--- config.mk ---
export PLATFORM = sky130hd
export DESIGN_NAME = prio_vec_intc
export DESIGN_NICKNAME = d
export VERILOG_FILES = /design/src/rtl/intc_pkg.sv /design/src/rtl/intc_flags.sv /design/src/rtl/intc_prio.sv /design/src/rtl/intc_seq.sv /design/src/rtl/prio_vec_intc.sv
export SDC_FILE = /design/constraint.sdc
export NUM_CORES = 1
export LEC_CHECK = 0
export CAP_MARGIN = 25
export CORE_MARGIN = 5
export CORE_UTILIZATION = 59
export DETAILED_ROUTE_END_ITERATION = 16
export DONT_BUFFER_PORTS = 1
export HOLD_SLACK_MARGIN = 0.02
export PLACE_DENSITY_LB_ADDON = 0.2
export SYNTH_ARGS = -nofsm -noshare
export SYNTH_HDL_FRONTEND = slang
export SYNTH_SLANG_ARGS = --single-unit
export TNS_END_PERCENT = 1
--- constraint.sdc ---
create_clock -name clk -period 1.68 [get_ports clk]
set_input_delay 0.168 -clock clk [delete_from_list [all_inputs] [get_ports clk]]
set_output_delay 0.168 -clock clk [all_outputs]
set_load 0.05 [all_outputs]
--- src/rtl/intc_pkg.sv ---
package intc_pkg;
  typedef enum logic [0:0] {
    SEQ_IDLE = 1'b0,
    SEQ_WAIT = 1'b1
  } seq_state_e;
endpackage

--- src/rtl/intc_flags.sv ---
module intc_flags #(
  parameter int NUM_SRC = 4
) (
  input  logic               clk,
  input  logic               rst_n,
  input  logic [NUM_SRC-1:0] evt_i,
  input  logic [NUM_SRC-1:0] sw_set_i,
  input  logic [NUM_SRC-1:0] clr_i,
  input  logic               en_wr_i,
  input  logic [NUM_SRC-1:0] en_d_i,
  output logic [NUM_SRC-1:0] flags_o,
  output logic [NUM_SRC-1:0] en_o
);
  logic [NUM_SRC-1:0] flag_q, flag_n;
  logic [NUM_SRC-1:0] en_q, en_n;

  // a fresh event outranks the clear from acceptance
  for (genvar g = 0; g < NUM_SRC; g++) begin : g_src
    always_comb begin
      flag_n[g] = (flag_q[g] & ~clr_i[g]) | evt_i[g] | sw_set_i[g];
    end
  end

  always_comb begin
    en_n = en_q;
    if (en_wr_i) en_n = en_d_i;
  end

  always_ff @(posedge clk or negedge rst_n) begin
    if (!rst_n) begin
      flag_q <= '0;
      en_q   <= '0;
    end else begin
      flag_q <= flag_n;
      en_q   <= en_n;
    end
  end

  assign flags_o = flag_q;
  assign en_o    = en_q;
endmodule

--- src/rtl/intc_prio.sv ---
module intc_prio #(
  parameter int NUM_SRC = 4,
  parameter int IDX_W   = 2
) (
  input  logic [NUM_SRC-1:0] req_i,
  output logic               any_o,
  output logic [IDX_W-1:0]   idx_o,
  output logic [NUM_SRC-1:0] onehot_o
);
  logic [NUM_SRC:0] seen;

  assign seen[0] = 1'b0;
  for (genvar g = 0; g < NUM_SRC; g++) begin : g_chain
    assign onehot_o[g] = req_i[g] & ~seen[g];
    assign seen[g+1]   = seen[g] | req_i[g];
  end

  assign any_o = seen[NUM_SRC];

  always_comb begin
    idx_o = '0;
    for (int i = NUM_SRC - 1; i >= 0; i--) begin
      if (req_i[i]) idx_o = IDX_W'(i);
    end
  end
endmodule

--- src/rtl/intc_seq.sv ---
module intc_seq
  import intc_pkg::*;
#(
  parameter int NUM_SRC  = 4,
  parameter int IDX_W    = 2,
  parameter int VEC_W    = 8,
  parameter int VEC_BASE = 4,
  parameter int VEC_STEP = 4,
  parameter int LAT_FAST = 2,
  parameter int LAT_SLOW = 3,
  parameter int CNT_W    = 2
) (
  input  logic               clk,
  input  logic               rst_n,
  input  logic               phase_i,
  input  logic               any_i,
  input  logic [IDX_W-1:0]   idx_i,
  input  logic [NUM_SRC-1:0] onehot_i,
  input  logic               busy_i,
  input  logic               sleep_i,
  input  logic               reti_i,
  input  logic               gie_wr_i,
  input  logic               gie_d_i,
  output logic               accept_o,
  output logic [NUM_SRC-1:0] clr_o,
  output logic               gie_o,
  output logic               vec_valid_o,
  output logic [VEC_W-1:0]   vec_o
);
  seq_state_e       state_q, state_n;
  logic [CNT_W-1:0] cnt_q, cnt_n;
  logic             gie_q, gie_n;
  logic             valid_q, valid_n;
  logic [VEC_W-1:0] vec_q, vec_n;
  logic [VEC_W-1:0] pvec_q, pvec_n;
  logic             accept;
  logic [VEC_W-1:0] win_vec;

  assign win_vec = VEC_W'(VEC_BASE + VEC_STEP * int'(idx_i));
  assign accept  = phase_i & (state_q == SEQ_IDLE) & gie_q & any_i;

  always_comb begin
    state_n = state_q;
    cnt_n   = cnt_q;
    valid_n = 1'b0;
    vec_n   = vec_q;
    pvec_n  = pvec_q;
    if (accept) begin
      state_n = SEQ_WAIT;
      pvec_n  = win_vec;
      cnt_n   = (busy_i | sleep_i) ? CNT_W'(LAT_SLOW - 1) : CNT_W'(LAT_FAST - 1);
    end else if (state_q == SEQ_WAIT) begin
      if (cnt_q <= CNT_W'(1)) begin
        state_n = SEQ_IDLE;
        valid_n = 1'b1;
        vec_n   = pvec_q;
        cnt_n   = '0;
      end else begin
        cnt_n = cnt_q - CNT_W'(1);
      end
    end
  end

  // acceptance outranks return, return outranks a software write
  always_comb begin
    gie_n = gie_q;
    if (accept)        gie_n = 1'b0;
    else if (reti_i)   gie_n = 1'b1;
    else if (gie_wr_i) gie_n = gie_d_i;
  end

  always_ff @(posedge clk or negedge rst_n) begin
    if (!rst_n) begin
      state_q <= SEQ_IDLE;
      cnt_q   <= '0;
      gie_q   <= 1'b0;
      valid_q <= 1'b0;
      vec_q   <= '0;
      pvec_q  <= '0;
    end else begin
      state_q <= state_n;
      cnt_q   <= cnt_n;
      gie_q   <= gie_n;
      valid_q <= valid_n;
      vec_q   <= vec_n;
      pvec_q  <= pvec_n;
    end
  end

  assign accept_o    = accept;
  assign clr_o       = accept ? onehot_i : '0;
  assign gie_o       = gie_q;
  assign vec_valid_o = valid_q;
  assign vec_o       = vec_q;
endmodule

--- src/rtl/prio_vec_intc.sv ---
module prio_vec_intc #(
  parameter int NUM_SRC  = 4,
  parameter int VEC_W    = 8,
  parameter int VEC_BASE = 4,
  parameter int VEC_STEP = 4,
  parameter int LAT_FAST = 2,
  parameter int LAT_SLOW = 3
) (
  input  logic               clk,
  input  logic               rst_n,
  input  logic               phase_tick,
  input  logic [NUM_SRC-1:0] evt_i,
  input  logic [NUM_SRC-1:0] sw_set_i,
  input  logic               en_wr_i,
  input  logic [NUM_SRC-1:0] en_d_i,
  input  logic               gie_wr_i,
  input  logic               gie_d_i,
  input  logic               reti_i,
  input  logic               busy_i,
  input  logic               sleep_i,
  output logic               vector_valid,
  output logic [VEC_W-1:0]   vector,
  output logic               wake_o
);
  localparam int IDX_W = (NUM_SRC > 1) ? $clog2(NUM_SRC) : 1;
  localparam int CNT_W = $clog2(LAT_SLOW + 1);

  logic [NUM_SRC-1:0] flags_w, en_w, clr_w, onehot_w, ready_w;
  logic               any_w, accept_w, gie_w;
  logic [IDX_W-1:0]   idx_w;

  intc_flags #(.NUM_SRC(NUM_SRC)) u_flags (
    .clk      (clk),
    .rst_n    (rst_n),
    .evt_i    (evt_i),
    .sw_set_i (sw_set_i),
    .clr_i    (clr_w),
    .en_wr_i  (en_wr_i),
    .en_d_i   (en_d_i),
    .flags_o  (flags_w),
    .en_o     (en_w)
  );

  assign ready_w = flags_w & en_w;

  intc_prio #(.NUM_SRC(NUM_SRC), .IDX_W(IDX_W)) u_prio (
    .req_i    (ready_w),
    .any_o    (any_w),
    .idx_o    (idx_w),
    .onehot_o (onehot_w)
  );

  intc_seq #(
    .NUM_SRC (NUM_SRC),  .IDX_W   (IDX_W),    .VEC_W   (VEC_W),
    .VEC_BASE(VEC_BASE), .VEC_STEP(VEC_STEP), .LAT_FAST(LAT_FAST),
    .LAT_SLOW(LAT_SLOW), .CNT_W   (CNT_W)
  ) u_seq (
    .clk         (clk),
    .rst_n       (rst_n),
    .phase_i     (phase_tick),
    .any_i       (any_w),
    .idx_i       (idx_w),
    .onehot_i    (onehot_w),
    .busy_i      (busy_i),
    .sleep_i     (sleep_i),
    .reti_i      (reti_i),
    .gie_wr_i    (gie_wr_i),
    .gie_d_i     (gie_d_i),
    .accept_o    (accept_w),
    .clr_o       (clr_w),
    .gie_o       (gie_w),
    .vec_valid_o (vector_valid),
    .vec_o       (vector)
  );

  assign wake_o = sleep_i & any_w;
endmodule

Yosys cells after proc, flatten, opt, wreduce, memory -nomap -nowiden
Index checks and enable logic that the tools add are counted.
{"block": "word_totals", "reg_bits": 29, "output_inout_bits": 10, "wordCells": 65}
{"block": "op_classes", "add_sub_neg": 2, "magnitude_cmp": 1, "n_mux": 18, "bitwise_logic": 33, "n_reduce_logical": 3}
{"operator": "2-bit 2-to-1 mux", "count": 8}
{"operator": "1-bit OR", "count": 12}
{"operator": "1-bit bitwise AND", "count": 11}
{"operator": "1-bit 2-to-1 mux", "count": 9}
{"operator": "1-bit inverter", "count": 9}
{"operator": "3-bit by 4-bit adder with 5-bit output, first input constant", "count": 1}
{"operator": "4-bit bitwise AND", "count": 1}
{"operator": "4-bit 2-to-1 mux", "count": 1}
{"operator": "3-bit AND reduction", "count": 1}
{"operator": "3-bit nonzero test", "count": 1}
{"operator": "2-bit by 1-bit less-or-equal comparator with 1-bit output, second input constant", "count": 1}
{"operator": "2-bit nonzero test", "count": 1}
{"operator": "2-bit by 1-bit subtractor with 2-bit output, second input constant", "count": 1}

Longest topological paths before layout
Gate-level depths: netlist of run 1.
{"block": "logic_depth", "depth_word": 10, "ltp_mapped": 5, "depth_no_buf": 5}

Modules after synthesis
From an unflattened synthesis of run 1, not the netlist that was laid out.
{"block": "hier_totals", "hier_cells": 88, "hier_area_um2": 918.4}
{"module": "intc_seq", "instances": 1, "cells_each": 48, "area_per_inst_um2": 530.5, "seq_area_each_um2": 275.3}
{"module": "intc_flags", "instances": 1, "cells_each": 24, "area_per_inst_um2": 295.3, "seq_area_each_um2": 200.2}
{"module": "intc_prio", "instances": 1, "cells_each": 11, "area_per_inst_um2": 61.3, "seq_area_each_um2": 0.0}
{"module": "prio_vec_intc", "instances": 1, "cells_each": 5, "area_per_inst_um2": 31.3, "seq_area_each_um2": 0.0}

Least setup slack after synthesis of run 1
OpenSTA, ideal clock, no wires.
{"block": "synth_path", "path_kind": "flip-flop to output port", "from": "reg u_flags.en_q[0] (netlist: u_flags.en_o[0])", "to": "out wake_o", "t_arrival_ns": 1.698, "setup_slack_ns": -0.186, "path_stages_with_launch": 3, "path_buffers": 0, "path_cell_list": "dfrtp_1 -> a22oi_1 -> a21boi_0"}
{"block": "synth_between", "elab_chain_cells": 5}
{"element": "from (decl)", "line": "intc_flags.sv:15", "rtl": "logic [NUM_SRC-1:0] en_q, en_n;"}
{"element": "from (signal assigned)", "line": "intc_flags.sv:35", "rtl": "en_q <= en_n;"}
{"element": "4-bit bitwise AND", "line": "prio_vec_intc.sv:44", "rtl": "assign ready_w = flags_w & en_w;"}
{"element": "1-bit OR (3 in series)", "line": "intc_prio.sv:15", "rtl": "assign seen[g+1] = seen[g] | req_i[g];"}
{"element": "1-bit bitwise AND", "line": "prio_vec_intc.sv:76", "rtl": "assign wake_o = sleep_i & any_w;"}
{"element": "to (decl)", "line": "prio_vec_intc.sv:23", "rtl": "output logic wake_o"}
Every way passes these cells.

Worst setup path after layout of run 1
{"block": "layout_path", "from": "reg u_flags.flag_q[0] (netlist: u_flags.flags_o[0])", "to": "out wake_o"}
{"block": "layout_between", "elab_chain_cells": 5}
{"element": "from (decl)", "line": "intc_flags.sv:14", "rtl": "logic [NUM_SRC-1:0] flag_q, flag_n;"}
{"element": "from (signal assigned)", "line": "intc_flags.sv:34", "rtl": "flag_q <= flag_n;"}
{"element": "4-bit bitwise AND", "line": "prio_vec_intc.sv:44"}
{"element": "1-bit OR (3 in series)", "line": "intc_prio.sv:15"}
{"element": "1-bit bitwise AND", "line": "prio_vec_intc.sv:76"}
Every way passes these cells.

==> results of run 1 <==
stage by stage:
| step | utilization | hold slack (ns) | area [um^2] | setup WS [ns] |
|---|---|---|---|---|
| 4_1_cts | 0.752 | 0.0204 | 1000 | 0.0550 |
| 5_1_grt | 0.779 | 0.0209 | 1040 | 0.0377 |
| 3_3_place_gp | 0.649 | -0.127 | 866 | 0.252 |
| 3_5_place_dp | 0.649 | -0.127 | 866 | 0.221 |
| 6_report | 0.779 | 0.0153 | 1040 | 0.105 |
| 2_1_floorplan | - | -0.128 | 877 | 0.184 |
worst paths after layout:
path                                     from               to  slack (ns)  depth (start not counted)
setup / recovery           u_flags.flags_o[0]           wake_o        0.10                          3
hold / removal                         busy_i   u_seq.cnt_q[1]        0.02                          2
setup reg to reg              u_flags.en_o[3]  u_seq.pvec_q[3]        0.15                          4
hold reg to reg               u_seq.pvec_q[4]  u_seq.pvec_q[4]        0.53                          1
max in group asynchronous               rst_n   u_seq.cnt_q[0]        0.78                          1
min in group asynchronous               rst_n  u_flags.en_o[3]        0.39                          1
synth_stat cells:
library cell,number,share of area
o21ai_0,2,0.012
a32oi_1,1,0.010
a22oi_2,1,0.015
conb_1,1,0.0043
nand3_1,2,0.012
mux2_4,2,0.035
dfrtp_1,19,0.55
a21oi_4,1,0.019
a211oi_1,1,0.0087
o21ai_1,1,0.0058
o21a_1,1,0.0087
inv_1,1,0.0043
a21boi_0,1,0.0087
nor2b_1,1,0.0073
mux2i_1,1,0.012
a22o_1,1,0.010
nand2b_1,1,0.0073
nor2_1,5,0.022
a22oi_1,1,0.0087
nand3b_1,1,0.0087
a21oi_1,2,0.012
a211o_1,4,0.041
mux2_2,7,0.091
and3_1,1,0.0073
ha_1,1,0.015
nand2_1,5,0.022
buf_4,5,0.044
flip-flops by register name (all words and copies together) (netlist names):
signal	flops
u_seq.state_q	1
u_seq.gie_o	1
u_seq.vec_valid_o	1
u_seq.pvec_q	3
u_seq.cnt_q	2
u_flags.flags_o	4
u_flags.en_o	4
u_seq.vec_o	3
worst reg2reg max path: stages, from the launching register on:
cell and delay (ns):
dfrtp_1 0.44, a22oi_2 0.32, nor2_1 0.10, ha_1 0.30, mux2_4 0.27
per-layer routing:
| metal | wire [um] | share of wire | vias up | track usage |
|---|---|---|---|---|
| met5 | 0 | 0 | - | 0 |
| met4 | 54 | 0.028 | 0 | 0.0645 |
| met3 | 149 | 0.077 | 6 | 0.0369 |
| met2 | 982 | 0.51 | 29 | 0.297 |
| met1 | 754 | 0.39 | 304 | 0.193 |
| li1 | - | - | 278 | - |
cell families (layout without fill, tap and decap cells):
group	after synthesis	in the layout
buffers and inverters	6	20
other	1	5
AND/OR/NAND/NOR	16	16
flip-flops	19	19
AO/OA/AOI/OAI	17	17
adder cells (fa/ha/maj)	1	1
multiplexers	10	10
timing repair:
action | CTS | global route
endpoints found under the hold margin | 25 | 2
hold buffers | 11 | 3
buffers inserted | 0 | 0
gates resized for setup | 0 | 1
endpoints found under the setup margin | 0 | 1
cell type report:
class                      instances  area share
sequential                        19       0.458
inverter                           1     0.00361
clock inverter                     1     0.00482
timing repair buffer              15       0.142
clock buffer                       3      0.0217
tap                               15      0.0181
multi-input combinational         49       0.352
power by group:
| part | internal, mW | switching [mW] |
|---|---|---|
| logic | 0.174 | 0.169 |
| registers | 0.575 | 0.240 |
| clock network | 0.0887 | 0.143 |
==> flow_metrics.tcl, run 1 <==
set metrics [dict create \
    maxSlewViolCount 0 \
    p_leak_nw 0.442 \
    synth_top_family_by_area "compound AO/OA/AOI/OAI gates" \
    grt.overflow.total 0 \
    grt_pass1_vias 590 \
    clk_pin_slew_worst_paths_ns 0.11 \
    worstSetupEndpointType "output port" \
    grt_pass1_wl_um 2620 \
    worstPathArrival_ns 1.41 \
    grt_start_max_net_pins 20 \
    io_pins 31 \
    place_hpwl_um 1160 \
    slew_headroom 0.457 \
    worstHoldPathType "in -> reg" \
    vias_per_cell 5.99 \
    drt_pre_antenna_iters 4 \
    path_max_fanout 5 \
    final_common_cell "dfrtp_1" \
    yosys_warnings 0 \
    cts-htree-levels 1 \
    cts_root_buf "clkbuf_4" \
    synth_mux_area_frac 0.138 \
    cts_buffers 3 \
    die_h_um 48.2 \
    crit_path_start_kind "flip-flop" \
    synth_xor_area_frac 0 \
    path_class "reg -> out" \
    status "completed" \
    clk_path_buf_depth 2 \
    finalCriticalPeriod_ns 1.58 \
    total_power_mw 1.39 \
    rsz0062_at_grt "false" \
    insertion_delay_ns 0.30 \
    ant_nets 0 \
    fmax_mhz 635 \
    gp_congestion 0.777 \
    fillerInstances 92 \
    synthCells 70 \
    start_util 0.646 \
    finClkSkew_ns 0.00584 \
    seq_area_frac_synth 0.552 \
    p_per_area_mw_per_mm2 1340 \
    grt.total_usage 0.167 \
    die_w_um 48.2 \
    worst_slew_pin_slew_ns 0.812 \
    synth-adder-area-share 0.0145 \
    synth_simple_gate_area_frac 0.0856 \
    required_ns 1.51 \
    antenna_cells 0 \
    fp.dieArea_mm2 0.00233 \
    final_nets 111 \
    syn2layout_area_growth_pct 20.5 \
    crit_chain "a22oi_2 > a21boi_1 > buf_4" \
    crit_buf_inv 1 \
    avgRoutedWirePerCell_um 18.8 \
    multi_input_area_um2 365 \
    final_cell_mix "19 x dfrtp_1, 14 x dlygate4sd3_1, 7 x mux2_2" \
    slowest_stage "dfrtp_1" \
    drive_above_1_share 0.193 \
    slowest_delay_ns 0.47 \
    core_mm2 0.00133 \
    numPortBuffers 0 \
    synth-compound-area-share 0.158 \
    peakVddDrop_v 0.00104 \
    drc 0 \
    fin_cells 103 \
    drt_iter0_drc 9 \
    fin_crit_sh 0.938 \
    finalSetupViolCount 0 \
    ys_seq_elements 19 \
    finalHoldViolCount 0 \
    antenna_found_initial 0 \
    synthDistinctLibCells 27 \
    setup-tns-final_ns 0 \
    seqCellArea_um2 475 \
    maxCapViolCount 0 \
    num_rows 13 \
    placedCellCount 85 \
    critPathTopFamily "flip-flops" \
    wl_um 1940 \
    cts_tree "done" \
    cts_sinks 19 \
    vias 617 \
    syn_area_um2 862 \
    syn-mean-instance-area_um2 12.3 \
]
(Power assumes the default switching activity.)
==> inputs of run 2 (changes only) <==
ABC_AREA = 1   (was not set)
CTS_BUF_LIST = sky130_fd_sc_hd__clkbuf_16   (was not set)
==> flow_metrics.tcl, run 2 <==
set metrics [dict create \
    status "completed" \
    yosysMostFrequentCell "nand2_1" \
    slew_headroom 0.465 \
    crit_buf_inv 0 \
    fp.dieArea_mm2 0.00247 \
    syn_area_um2 928 \
    die_h_um 49.7 \
    crit_path_start_kind "flip-flop" \
    cts-htree-levels 1 \
    grt.overflow.total 0 \
    final_common_cell "nand2_1" \
    whs_ns 0.0250 \
    fmax_mhz 682 \
    avgRoutedWirePerCell_um 12.2 \
    num_rows 14 \
    insertion_delay_ns 0.24 \
    synth-edff-count 0 \
    vias_per_cell 5.14 \
    met1Wirelength_um 615 \
    finalSetupViolCount 0 \
    p_per_area_mw_per_mm2 1520 \
    yosys_warnings 0 \
    comb_power_share 0.203 \
    grt_start_max_net_pins 20 \
    met2_length_um 809 \
    r2r_cells 7 \
    slowest_delay_ns 0.46 \
    drt_iter0_drc 9 \
    core_mm2 0.00151 \
    ys_seq_elements 19 \
    grt_pass1_wl_um 2670 \
    top_layer_used "met4" \
    finalHoldViolCount 0 \
    cts_sinks 19 \
    grt.total_usage 0.140 \
    cts_tree "done" \
    antenna_cells 0 \
    seqPwrFrac 0.497 \
    io_pins 31 \
    required_ns 1.51 \
    wl_um 1600 \
    final_nets 138 \
    synthCells 110 \
    path_max_fanout 4 \
    numPortBuffers 0 \
    start_util 0.616 \
    clk_pin_slew_worst_paths_ns 0.05 \
    worstSetupEndpointType "output port" \
    critPathTopFamily "compound AO/OA/AOI/OAI gates" \
    synthDistinctLibCells 18 \
    slowest_stage "o21a_1" \
    cts_root_buf "clkbuf_16" \
    syn-mean-instance-area_um2 8.44 \
    path_class "reg -> out" \
    p_leak_nw 0.538 \
    peakVddDrop_v 0.000750 \
    async_reset_ff_frac 1.00 \
    maxSlewViolCount 0 \
    path_depth 3 \
    finalCriticalPeriod_ns 1.47 \
    gp_congestion 0.777 \
    synthTopCellsByArea "dfrtp_1 51%, nand2_1 15%, buf_4 4.0%" \
    grt_pass1_vias 683 \
    place_hpwl_um 1290 \
    pwr-share-clk 0.300 \
    yosysTopAreaCellShare 0.512 \
    ctsResizeCount 0 \
    synthTopCellsByCount "38 x nand2_1, 19 x dfrtp_1, 10 x inv_1, 8 x nor2_1, 6 x o21ai_0" \
    syn2layout_area_growth_pct 10.4 \
    maxCapViolCount 0 \
    worst_slew_pin_slew_ns 0.799 \
    ant_nets 0 \
    intPower_mw 0.987 \
    hold-path-cell-count 2 \
    drc 0 \
    vias 673 \
    fin_crit_sh 0.873 \
    cp_common_cell "nand2_2" \
    seq_area_frac_synth 0.512 \
    switching_share 0.365 \
    p_switching_mw 0.567 \
    synth_largest_area_cell "dfrtp_1" \
    drive_above_1_share 0.130 \
    worstPathArrival_ns 1.30 \
    synthFlopType "dfrtp_1" \
    die_w_um 49.7 \
    rsz0062_at_grt "false" \
    r2r-start "u_flags.en_o[0]" \
    hold_start "sw_set_i[0]" \
    drt_pre_antenna_iters 4 \
    cp-startpoint "u_flags.en_o[2]" \
    fin_cells 131 \
    worstHoldPathType "in -> reg" \
    fin_util 0.680 \
    dr_wl_met3_um 168 \
    setup-tns-final_ns 0 \
    clk_path_buf_depth 2 \
    final_cell_mix "38 x nand2_1, 19 x dfrtp_1, 11 x inv_1, 8 x nor2_1, 6 x o21ai_0" \
    cts_buffers 3 \
    antenna_found_initial 0 \
    crit_chain "nand2_2 > nand2_2 > o21a_1" \
    placedCellCount 125 \
    finClkSkew_ns 0.000689 \
]
==> run 2: worst paths after layout <==
| path | to | slack [ns] |
|---|---|---|
| max in group asynchronous | u_flags.en_o[1] | 0.73 |
| setup reg to reg | u_seq.pvec_q[3] | 0.44 |
| min in group asynchronous | u_seq.cnt_q[1] | 0.46 |
| hold reg to reg | u_seq.vec_o[4] | 0.48 |
| setup / recovery | wake_o | 0.21 |
| hold / removal | u_flags.flags_o[0] | 0.02 |
==> run 2: per-stage QoR <==
stage,instance area [um^2],worst slack [ns],power (mW)
2_1_floorplan,943,0.525,1.04
3_3_place_gp,926,0.494,1.07
3_5_place_dp,926,0.452,1.09
4_1_cts,1020,0.208,1.57
5_1_grt,1020,0.141,1.67
6_report,1020,0.213,1.55
==> run 2: area by class of cell <==
cell class                      count  area (um^2)
Fill cell                         128          482
Sequential cell                    19          475
Multi-Input combinational cell     78          385
Clock buffer                        3         75.1
Inverter                           12         45.0
Timing Repair Buffer                2         20.0
Tap cell                           16         20.0
Clock inverter                      1         3.75
==> run 2: power by group through the flow <==
stage	registers [mW]	clock network [mW]	logic [mW]
after floorplan	0.764	0	0.272
after global placement	0.776	0	0.295
after detailed placement	0.782	0	0.306
after CTS	0.774	0.479	0.321
after global routing	0.788	0.516	0.364
final	0.772	0.467	0.315
==> run 2: logic make-up after synthesis <==
| kind of cell | share of synthesized area |
|---|---|
| simple gates | 0.260 |
| buf+inv | 0.0890 |
| mux | 0.0364 |
| other cells | 0.00404 |
| compound gates | 0.0849 |
| flops | 0.512 |
| fa+ha+maj | 0.0135 |
==> run 2: metal layers <==
layer | vias up | global-route usage
met4 | 0 | 0.0742
met3 | 2 | 0.0633
met5 | - | 0
met1 | 305 | 0.142
met2 | 26 | 0.235
li1 | 340 | -
==> run 2: repair_timing <==
| action | in CTS | in global routing |
|---|---|---|
| setup buffers | 0 | 0 |
| setup endpoints to repair | 0 | 0 |
| endpoints found under the hold margin | 20 | 0 |
| hold buffers | 2 | 0 |
==> inputs of run 3 (changes only) <==
CELL_PAD_IN_SITES_DETAIL_PLACEMENT = 1   (was not set)
CELL_PAD_IN_SITES_GLOBAL_PLACEMENT = 2   (was not set)
CORE_UTILIZATION = 32   (was 59)
SYNTH_HIERARCHICAL = 1   (was not set)
==> flow_metrics.tcl, run 3 <==
set metrics [dict create \
    io_pins 31 \
    worstHoldPathType "in -> reg" \
    fmax_mhz 680 \
    grt_pass1_vias 824 \
    finClkSkew_ns 0.00218 \
    cts_sinks 19 \
    num_rows 20 \
    grt.overflow.total 0 \
    setup_ws_ns 0.210 \
    crit_chain "nand2_1 > inv_1 > inv_2 > nand3_1 > nand2_1 > inv_1" \
    synthDistinctLibCells 15 \
    core_mm2 0.00298 \
    crit_path_start_kind "flip-flop" \
    finalHoldViolCount 0 \
    maxCapViolCount 0 \
    fp.dieArea_mm2 0.00425 \
    syn-mean-instance-area_um2 7.22 \
    grt.total_usage 0.104 \
    final_cell_mix "52 x nand2_1, 22 x inv_1, 19 x dfrtp_1, 15 x nor2_1, 7 x dlygate4sd3_1" \
    cts_tree "done" \
    grt_start_max_net_pins 20 \
    final_common_cell "nand2_1" \
    yosysTopAreaCellShare 0.488 \
    drt_pre_antenna_iters 2 \
    cts_root_buf "clkbuf_16" \
    slowest_delay_ns 0.35 \
    ys_seq_elements 19 \
    ant_nets 0 \
    grt_pass1_wl_um 3370 \
    synth_top_family_by_area "simple AND/OR/NAND/NOR gates" \
    die_w_um 65.2 \
    p_per_area_mw_per_mm2 1410 \
    total_power_mw 1.59 \
    place_hpwl_um 1500 \
    whs_ns 0.0297 \
    yosysMostFrequentCell "nand2_1" \
    fin_crit_sh 0.875 \
    synth-adder-area-share 0.0128 \
    ctsResizeCount 0 \
    synthTopCellsByCount "52 x nand2_1, 22 x inv_1, 19 x dfrtp_1, 15 x nor2_1, 6 x buf_4" \
    met3_usage 0.0376 \
    placedCellCount 165 \
    gp_congestion 0.731 \
    antenna_cells 0 \
    worst_slew_pin_slew_ns 0.868 \
    maxSlewViolCount 0 \
    syn_area_um2 975 \
    finalSetupViolCount 0 \
    cts_buffers 3 \
    start_util 0.327 \
    yosys_warnings 6 \
    synth_simple_gate_area_frac 0.303 \
    synthCells 135 \
    seq_area_frac_synth 0.488 \
    wl_um 1930 \
    drive_above_1_share 0.0839 \
    synthFlopType "dfrtp_1" \
    pre_cts_ws_ns 0.212 \
    vias_per_cell 4.35 \
    fillerInstances 367 \
    synthTopCellsByArea "dfrtp_1 49%, nand2_1 20%, inv_1 8.5%" \
    peakVddDrop_v 0.000570 \
    synth-edff-count 0 \
    rsz0062_at_grt "false" \
    synth_largest_area_cell "dfrtp_1" \
    clk_path_buf_depth 2 \
    grt.met2_usage 0.180 \
    die_h_um 65.2 \
    synth_mux_area_frac 0 \
    grt_util_met1 0.118 \
    path_class "reg -> out" \
    path_max_fanout 3 \
    required_ns 1.51 \
    finalCriticalPeriod_ns 1.47 \
    synth-compound-area-share 0.0347 \
    slew_headroom 0.419 \
    fin_cells 176 \
    insertion_delay_ns 0.25 \
    reg2reg_slack_ns 0.22 \
    clk_pin_slew_worst_paths_ns 0.05 \
    drc 0 \
    p_leak_nw 0.643 \
    async_reset_ff_frac 1.00 \
    worstSetupEndpointType "output port" \
    vias 766 \
    cts-htree-levels 1 \
    drt_iter0_drc 28 \
    slowest_stage "dfrtp_1" \
    syn2layout_area_growth_pct 15.4 \
    avgRoutedWirePerCell_um 11.0 \
    worstPathArrival_ns 1.30 \
    setup-tns-final_ns 0 \
    final_nets 166 \
    synth_xor_area_frac 0 \
    busiest_layer "met2" \
    status "completed" \
    antenna_found_initial 0 \
    numPortBuffers 0 \
]
-- run 3: cell count changes after synthesis, sizes merged, moves of 2 or more --
cell | previous run | this run
buf | 5 | 7
inv | 12 | 26
mux2 | 3 | 0
nand2 | 42 | 54
nor2 | 9 | 16
o21a | 3 | 0
o21ai | 7 | 4
-- run 3: logic make-up (layout without fill, tap and decap cells) --
kind of cell | after synthesis | after routing
simple gates | 75 | 75
other cells | 1 | 5
compound gates | 6 | 6
buf+inv | 33 | 37
flops | 19 | 19
fa+ha+maj | 1 | 1
-- run 3: power breakdown --
| part | internal (mW) | switching (mW) |
|---|---|---|
| registers | 0.570 | 0.211 |
| clock network | 0.319 | 0.164 |
| logic | 0.107 | 0.217 |
| total | 0.996 | 0.593 |
-- run 3: final cells by class --
| class | instances | area [um^2] | share of cell area |
|---|---|---|---|
| sequential | 19 | 475 | 0.423 |
| multi-input combinational | 87 | 360 | 0.320 |
| inverter | 26 | 97.6 | 0.0868 |
| clock buffer | 3 | 75.1 | 0.0667 |
| timing repair buffer | 7 | 70.1 | 0.0623 |
| tap | 33 | 41.3 | 0.0367 |
| clock inverter | 1 | 5.00 | 0.00445 |
-- run 3: final timing paths --
check	startpoint	to	cells past startpoint
min reg2reg	u_seq/pvec_q[2]	u_seq/vec_o[2]	2
min in group asynchronous	rst_n	u_seq/pvec_q[4]	1
max reg2reg	u_flags/flags_o[2]	u_seq/cnt_q[0]	10
max	u_flags/en_o[0]	wake_o	6
min	en_wr_i	u_flags/en_o[0]	2
max in group asynchronous	rst_n	u_flags/en_o[2]	1
-- run 3: critical path: cells and delay by family, from the launching register on --
kind          cells  cell delay (ns)
flops             1             0.35
simple gates      3             0.21
buf+inv           3             0.48
-- run 3: repair_timing --
| action | in CTS | in global routing |
|---|---|---|
| endpoints found under the setup margin | 0 | 0 |
| setup buffers | 0 | 0 |
| hold buffers | 7 | 0 |
| hold endpoints to repair | 22 | 0 |
-- run 3: stage by stage --
stage                util  cell area (um^2)
CTS                 0.378              1120
global route        0.378              1120
floorplan               -               990
global placement    0.327               975
detailed placement  0.327               975
finish              0.378              1120
-- run 3: per-layer routing --
| layer | part of all wire | wire length [um] |
|---|---|---|
| met1 | 0.45 | 861 |
| met2 | 0.47 | 910 |
| met3 | 0.069 | 134 |
| met4 | 0.014 | 28 |
| met5 | 0 | 0 |
